**config.mk**
```make
export PLATFORM = sky130hd
export DESIGN_NAME = mbx_irq_wdt
export DESIGN_NICKNAME = d
export VERILOG_FILES = /design/src/rtl/mbx_irq_pkg.sv /design/src/rtl/mbx_wdt_timer.sv /design/src/rtl/mbx_irq_regs.sv /design/src/rtl/mbx_irq_wdt.sv
export SDC_FILE = /design/constraint.sdc
export NUM_CORES = 1
export LEC_CHECK = 0
export CAP_MARGIN = 0
export CORE_UTILIZATION = 31
export DETAILED_ROUTE_END_ITERATION = 7
export GPL_TIMING_DRIVEN = 1
export PLACE_DENSITY_LB_ADDON = 0.15
export SLEW_MARGIN = 20
export SYNTH_ARGS = -nofsm -noshare
export SYNTH_HDL_FRONTEND = slang
export SYNTH_SLANG_ARGS = --single-unit
```
**constraint.sdc**
```tcl
create_clock -name clk -period 2.9 [get_ports clk]
set_input_delay 0.435 -clock clk [delete_from_list [all_inputs] [get_ports clk]]
set_output_delay 0.435 -clock clk [all_outputs]
set_load 0.02 [all_outputs]
```
**src/rtl/mbx_irq_pkg.sv**
```systemverilog
package mbx_irq_pkg;

    localparam int DATA_W = 32;
    localparam int ADDR_W = 4;
    localparam int TMR_PW = DATA_W - 1;
    localparam int IRQ_N  = 6;

    localparam logic [ADDR_W-1:0] OFS_IRQ_EN    = 4'd7;
    localparam logic [ADDR_W-1:0] OFS_IRQ_STAT  = 4'd8;
    localparam logic [ADDR_W-1:0] OFS_TMR_PKT   = 4'd9;
    localparam logic [ADDR_W-1:0] OFS_TMR_STALL = 4'd10;

    localparam logic [TMR_PW-1:0] TMR_PERIOD_RST = 31'h7FF_FFFF;
    localparam logic [IRQ_N-1:0]  IRQ_EN_MASK    = 6'b111011;

    // Bit order matters: position n of this struct is status bit n.
    typedef struct packed {
        logic bp_to;       // 5
        logic eop_to;      // 4
        logic cmd_bad;     // 3
        logic spare;       // 2
        logic cmd_room;    // 1
        logic resp_avail;  // 0
    } irq_vec_t;

    typedef struct packed {
        logic              en;
        logic [TMR_PW-1:0] period;
    } tmr_cfg_t;

    typedef enum logic {
        WDT_PACKET,
        WDT_STALL
    } wdt_mode_e;

    function automatic logic irq_pending(irq_vec_t st, logic [IRQ_N-1:0] en);
        return |(st & en);
    endfunction

    function automatic logic [DATA_W-1:0] widen_status(irq_vec_t st);
        return {{(DATA_W-IRQ_N){1'b0}}, st};
    endfunction

endpackage

```
**src/rtl/mbx_wdt_timer.sv**
```systemverilog
module mbx_wdt_timer
    import mbx_irq_pkg::*;
#(
    parameter int        PW   = TMR_PW,
    parameter wdt_mode_e MODE = WDT_PACKET
) (
    input  logic          clk,
    input  logic          rst,
    input  logic          cfg_en,
    input  logic [PW-1:0] cfg_period,
    input  logic          cfg_load,
    input  logic          word_valid,
    input  logic          word_ready,
    input  logic          word_sop,
    input  logic          word_eop,
    output logic          expired
);

    logic [PW-1:0] count_q;
    logic          armed_q;
    logic          accept;
    logic          pkt_start;
    logic          pkt_stop;
    logic          reload;
    logic          tick;

    always_comb begin
        accept    = word_valid && word_ready;
        pkt_start = accept && word_sop && !word_eop;
        pkt_stop  = accept && word_eop;
        if (MODE == WDT_PACKET) begin
            reload = !cfg_en || cfg_load || pkt_start || pkt_stop;
            tick   = armed_q && !pkt_stop;
        end else begin
            reload = !cfg_en || cfg_load || accept;
            tick   = word_valid && !word_ready;
        end
    end

    generate
        if (MODE == WDT_PACKET) begin : g_arm
            always_ff @(posedge clk) begin
                if (rst)
                    armed_q <= 1'b0;
                else if (pkt_stop)
                    armed_q <= 1'b0;
                else if (pkt_start)
                    armed_q <= 1'b1;
            end
        end else begin : g_noarm
            assign armed_q = 1'b0;
        end
    endgenerate

    always_ff @(posedge clk) begin
        if (rst) begin
            count_q <= TMR_PERIOD_RST[PW-1:0];
            expired <= 1'b0;
        end else begin
            if (reload)
                count_q <= cfg_period;
            else if (tick && count_q != '0)
                count_q <= count_q - 1'b1;
            if (cfg_en && tick && !reload && count_q == '0)
                expired <= 1'b1;
        end
    end

endmodule

```
**src/rtl/mbx_irq_regs.sv**
```systemverilog
module mbx_irq_regs
    import mbx_irq_pkg::*;
(
    input  logic              clk,
    input  logic              rst,
    input  logic [ADDR_W-1:0] reg_addr,
    input  logic              reg_wr,
    input  logic              reg_rd,
    input  logic [DATA_W-1:0] reg_wdata,
    output logic [DATA_W-1:0] reg_rdata,
    output logic              reg_rvalid,
    input  logic              resp_has_data,
    input  logic              cmd_fifo_full,
    input  logic              cmd_invalid,
    input  logic              eop_to,
    input  logic              bp_to,
    output tmr_cfg_t          pkt_cfg,
    output tmr_cfg_t          stall_cfg,
    output logic              pkt_load,
    output logic              stall_load,
    output logic [IRQ_N-1:0]  ier_bits,
    output logic              irq
);

    logic     cmd_bad_q;
    irq_vec_t status;
    logic     wr_ier, wr_pkt, wr_stall;

    always_comb begin
        wr_ier   = reg_wr && reg_addr == OFS_IRQ_EN;
        wr_pkt   = reg_wr && reg_addr == OFS_TMR_PKT;
        wr_stall = reg_wr && reg_addr == OFS_TMR_STALL;

        status            = '0;
        status.resp_avail = resp_has_data;
        status.cmd_room   = !cmd_fifo_full;
        status.cmd_bad    = cmd_bad_q;
        status.eop_to     = eop_to;
        status.bp_to      = bp_to;

        irq = irq_pending(status, ier_bits);
    end

    always_ff @(posedge clk) begin
        if (rst) begin
            ier_bits   <= '0;
            pkt_cfg    <= '{en: 1'b0, period: TMR_PERIOD_RST};
            stall_cfg  <= '{en: 1'b0, period: TMR_PERIOD_RST};
            pkt_load   <= 1'b0;
            stall_load <= 1'b0;
            cmd_bad_q  <= 1'b0;
        end else begin
            if (wr_ier)
                ier_bits <= reg_wdata[IRQ_N-1:0] & IRQ_EN_MASK;
            if (wr_pkt)
                pkt_cfg <= tmr_cfg_t'(reg_wdata);
            if (wr_stall)
                stall_cfg <= tmr_cfg_t'(reg_wdata);
            // load the new period one cycle after the write lands
            pkt_load   <= wr_pkt;
            stall_load <= wr_stall;
            if (cmd_invalid)
                cmd_bad_q <= 1'b1;
        end
    end

    always_ff @(posedge clk) begin
        if (rst) begin
            reg_rdata  <= '0;
            reg_rvalid <= 1'b0;
        end else begin
            reg_rvalid <= reg_rd;
            if (reg_rd) begin
                unique case (reg_addr)
                    OFS_IRQ_EN:    reg_rdata <= {{(DATA_W-IRQ_N){1'b0}}, ier_bits};
                    OFS_IRQ_STAT:  reg_rdata <= widen_status(status);
                    OFS_TMR_PKT:   reg_rdata <= pkt_cfg;
                    OFS_TMR_STALL: reg_rdata <= stall_cfg;
                    default:       reg_rdata <= '0;
                endcase
            end
        end
    end

endmodule

```
**src/rtl/mbx_irq_wdt.sv**
```systemverilog
module mbx_irq_wdt
    import mbx_irq_pkg::*;
(
    input  logic              clk,
    input  logic              rst,
    input  logic [ADDR_W-1:0] reg_addr,
    input  logic              reg_wr,
    input  logic              reg_rd,
    input  logic [DATA_W-1:0] reg_wdata,
    output logic [DATA_W-1:0] reg_rdata,
    output logic              reg_rvalid,
    input  logic              resp_has_data,
    input  logic              cmd_fifo_full,
    input  logic              cmd_invalid,
    input  logic              cmd_valid,
    input  logic              cmd_ready,
    input  logic              cmd_sop,
    input  logic              cmd_eop,
    output logic              irq
);

    tmr_cfg_t         pkt_cfg, stall_cfg;
    logic             pkt_load, stall_load;
    logic             eop_to, bp_to;
    logic [IRQ_N-1:0] ier_bits;

    mbx_irq_regs u_regs (
        .clk           (clk),
        .rst           (rst),
        .reg_addr      (reg_addr),
        .reg_wr        (reg_wr),
        .reg_rd        (reg_rd),
        .reg_wdata     (reg_wdata),
        .reg_rdata     (reg_rdata),
        .reg_rvalid    (reg_rvalid),
        .resp_has_data (resp_has_data),
        .cmd_fifo_full (cmd_fifo_full),
        .cmd_invalid   (cmd_invalid),
        .eop_to        (eop_to),
        .bp_to         (bp_to),
        .pkt_cfg       (pkt_cfg),
        .stall_cfg     (stall_cfg),
        .pkt_load      (pkt_load),
        .stall_load    (stall_load),
        .ier_bits      (ier_bits),
        .irq           (irq)
    );

    mbx_wdt_timer #(.PW(TMR_PW), .MODE(WDT_PACKET)) u_pkt_wdt (
        .clk        (clk),
        .rst        (rst),
        .cfg_en     (pkt_cfg.en),
        .cfg_period (pkt_cfg.period),
        .cfg_load   (pkt_load),
        .word_valid (cmd_valid),
        .word_ready (cmd_ready),
        .word_sop   (cmd_sop),
        .word_eop   (cmd_eop),
        .expired    (eop_to)
    );

    mbx_wdt_timer #(.PW(TMR_PW), .MODE(WDT_STALL)) u_stall_wdt (
        .clk        (clk),
        .rst        (rst),
        .cfg_en     (stall_cfg.en),
        .cfg_period (stall_cfg.period),
        .cfg_load   (stall_load),
        .word_valid (cmd_valid),
        .word_ready (cmd_ready),
        .word_sop   (cmd_sop),
        .word_eop   (cmd_eop),
        .expired    (bp_to)
    );

endmodule

```
==> results.md <==
* Die Width at 167.4 µm
* Hold WC Path Type: reg2reg
* Period minus WS final at 2.617 ns
* Root Buffer: clkbuf_16
* CTS tree: yes
* Worst Skew at 0.009369 ns
* Largest net degree at the start of global routing at 78
* Worst Setup End Kind: register
* Hold WS at 0.4703 ns
* Final ANT Viol Nets at 0
* Static Leak at 3.689 nW
* Pre-antenna DRT Iters at 5
* Final setup violation count at 0
* Core area at 26880 µm²
* Die ar. at 28020 µm²
* GR Overflow Total at 0
* Syn_nets at 1114
* Mapped Area at 8479 µm²
* Synth warn at 0
* RSZ-0062 raised after global routing: no
* Relative slew slack at 0.5190
* CP top delay family: simple AND/OR/NAND/NOR gates
* R2R Setup Slk at 0.28 ns
* Clk pin slew, worst setup/hold paths at 0.07 ns
* Status: complete, no violations
* WP data required at 3.22 ns
* Final WL at 28.69 mm
* Nets at 1176
* Origin of the critical flop-to-flop path: u_stall_wdt.count_q[21]$_SDFFE_PP1P_
* GP Congestion at 0.8706
* Max-slew violations at 0
* Max Cap Viol at 0
* CTS hold repair buffers at 0
* Final period util at 0.9023
* Post-synthesis register bit count at 170
* Total power at 5.229 mW
* EDFF count, synth at 0
* Ys flop type: dfxtp_1
* Global-route wire length before repair at 45.75 mm
* Slew @ Worst Pin at 0.7121 ns
* Vias per inst at 5.507
* Layout cell share with drive strength beyond 1 at 0.08772
* Arr. time, crit path at 2.94 ns
* WHS Endpoint: u_regs.reg_rdata[18]$_SDFFE_PP0P_
* Worst Setup Start Kind: register
* Slowest cell on the critical path: or4_1
* GRT Util Overall at 0.2087
* IO Count at 81
* Max H-tree Level at 4
* Max IR drop VDD at 0.3688 mV
* Area growth syn-to-layout at 23.53%
* Reg2Reg Capture Point: u_stall_wdt.count_q[15]$_SDFFE_PP1P_
* Clk Latency, worst-skew pair at 0.43 ns
* Fmax at 382.2 MHz
* Crit path kind: reg2reg
* Starting DRT DRC Count at 736
* Post-synthesis cell count at 1065
* I/O Buffers at 80
* Initial Util at 0.3155
* Crit path cell chain: or4_1, or4_4, o41ai_4, buf_4, o21ai_0, a211o_1
* Leading cell type in the layout, fill and taps excluded: nand2_1
* Final setup TNS at 0 ns
* Pwr dens at 499.2 nW/µm²
* Dpl hpwl at 20.35 mm
* Residual DRC count at 0
* Worst hold path startpoint: u_regs.reg_rdata[18]$_SDFFE_PP0P_
* Num CTS Buffers at 17
* Final hold violation count at 0
* Avg Inst Size Synth at 7.962 µm²
* CTS Sinks at 170
* Vias at 8156
* Max Root-Sink Buffers at 2
* Routed len/inst at 19.37 µm
* Critical-path maximum fanout at 14
* Distinct cells, synth at 66
* Site Rows at 60
* Reg2Reg Depth at 6
* Hold path depth at 2
* Chip height at 167.4 µm
* Commonest non-fill, non-tap cells in the layout: nand2_1, dfxtp_1, clkdlybuf4s50_1
* N_diodes at 0
* Vias in the first global route at 7903
* Synth async-reset ratio at 0
* Initial antenna violation count at 0
* Bufs and invs on worst path at 1
* Largest stage delay on the critical path at 0.64 ns
* Sequential area share after synthesis at 0.4014
==> where the power goes <==
part	switching, mW	internal, mW
Sequential	0.0396	2.37
Clock	1.06	1.41
Combinational	0.194	0.157
==> what timing repair did <==
action / CTS / global route
endpoints found under the setup margin: 0 / 1
gates resized for setup: 0 / 2
setup buffers: 0 / 0
==> cells by family after synthesis <==
family,after synthesis,synth area share
simple gates,555,0.3493
compound gates,234,0.1951
flops,170,0.4014
buf+inv,97,0.04353
mux,4,0.004722
xor+xnor,3,0.003099
fa+ha+maj,2,0.002951
==> worst min-delay path: cells and delay by family (launching register included) <==
kind | cells | cell delay [ns]
AO/OA/AOI/OAI | 1 | 0.05
flip-flops | 1 | 0.31
AND/OR/NAND/NOR | 1 | 0.06
==> layout make-up <==
class                      count  area (µm²)
clock buffer                  18       439.2
tap                          341       426.7
multi-input combinational    798        4748
inverter                      15       56.30
timing repair buffer         125        1215
clock inverter                14       186.4
fill                        2757       16400
sequential                   170        3403
==> worst max-delay path by stage <==
| stage | depth (start not counted) | slack (ns) | startpoint | end |
|---|---|---|---|---|
| after floorplan | 7 | 0.35 | u_stall_wdt.count_q[5]$_SDFFE_PP1P_ | u_stall_wdt.count_q[23]$_SDFFE_PP1P_ |
| after global placement | 6 | 0.35 | u_stall_wdt.count_q[21]$_SDFFE_PP1P_ | u_stall_wdt.count_q[15]$_SDFFE_PP1P_ |
| after detailed placement | 6 | 0.27 | cmd_valid | u_pkt_wdt.count_q[28]$_SDFFE_PP0P_ |
| after CTS | 6 | 0.28 | u_stall_wdt.count_q[21]$_SDFFE_PP1P_ | u_stall_wdt.count_q[5]$_SDFFE_PP1P_ |
| after global routing | 6 | 0.11 | u_stall_wdt.count_q[21]$_SDFFE_PP1P_ | u_stall_wdt.count_q[5]$_SDFFE_PP1P_ |
| final | 6 | 0.28 | u_stall_wdt.count_q[21]$_SDFFE_PP1P_ | u_stall_wdt.count_q[15]$_SDFFE_PP1P_ |
==> cells in the mapped netlist, types with 12 or more instances <==
cell       count  area, µm²
nor3_1        71      355.3
nand3_1       22      110.1
a311oi_1      13      113.9
or3_1         19      118.9
nand2b_1      28      175.2
nand2_1      188      705.7
inv_1         15      56.30
a22oi_1       12      90.09
a31oi_1       18      112.6
nand3b_1      64      480.5
nor3b_1       28      210.2
a2111oi_0     14      122.6
a22o_1        27      236.5
dfxtp_1      170       3403
a21oi_1       73      365.4
or4_1         12      90.09
nor2_1        41      153.9
clkbuf_1      75      281.5
nor4_1        19      118.9
and2_1        13      81.33
==> routing by layer <==
layer  GRT usage  part of all wire
met5           0                 0
met1      0.2971              0.50
met2      0.3210              0.43
met4     0.06422             0.021
met3     0.03333             0.050
==> stage by stage <==
step           utilization  cells  setup slack [ns]  cell area, µm²
6_report            0.3898   1481            0.2833           10480
5_1_grt             0.3898   1481            0.1075           10480
4_1_cts             0.3895   1481            0.2829           10470
3_5_place_dp        0.3662   1449            0.2661            9842
3_3_place_gp        0.3662   1449            0.3478            9842
2_1_floorplan            -   1065            0.3527            8479
==> sequential cells by signal, indices dropped and copies added (netlist names), 5 cells and up <==
name	flops
u_regs.ier_bits	5
u_regs.stall_cfg	32
u_regs.pkt_cfg	32
u_stall_wdt.count_q	31
u_regs.reg_rdata	32
u_pkt_wdt.count_q	31
(Power assumes the default switching activity.)
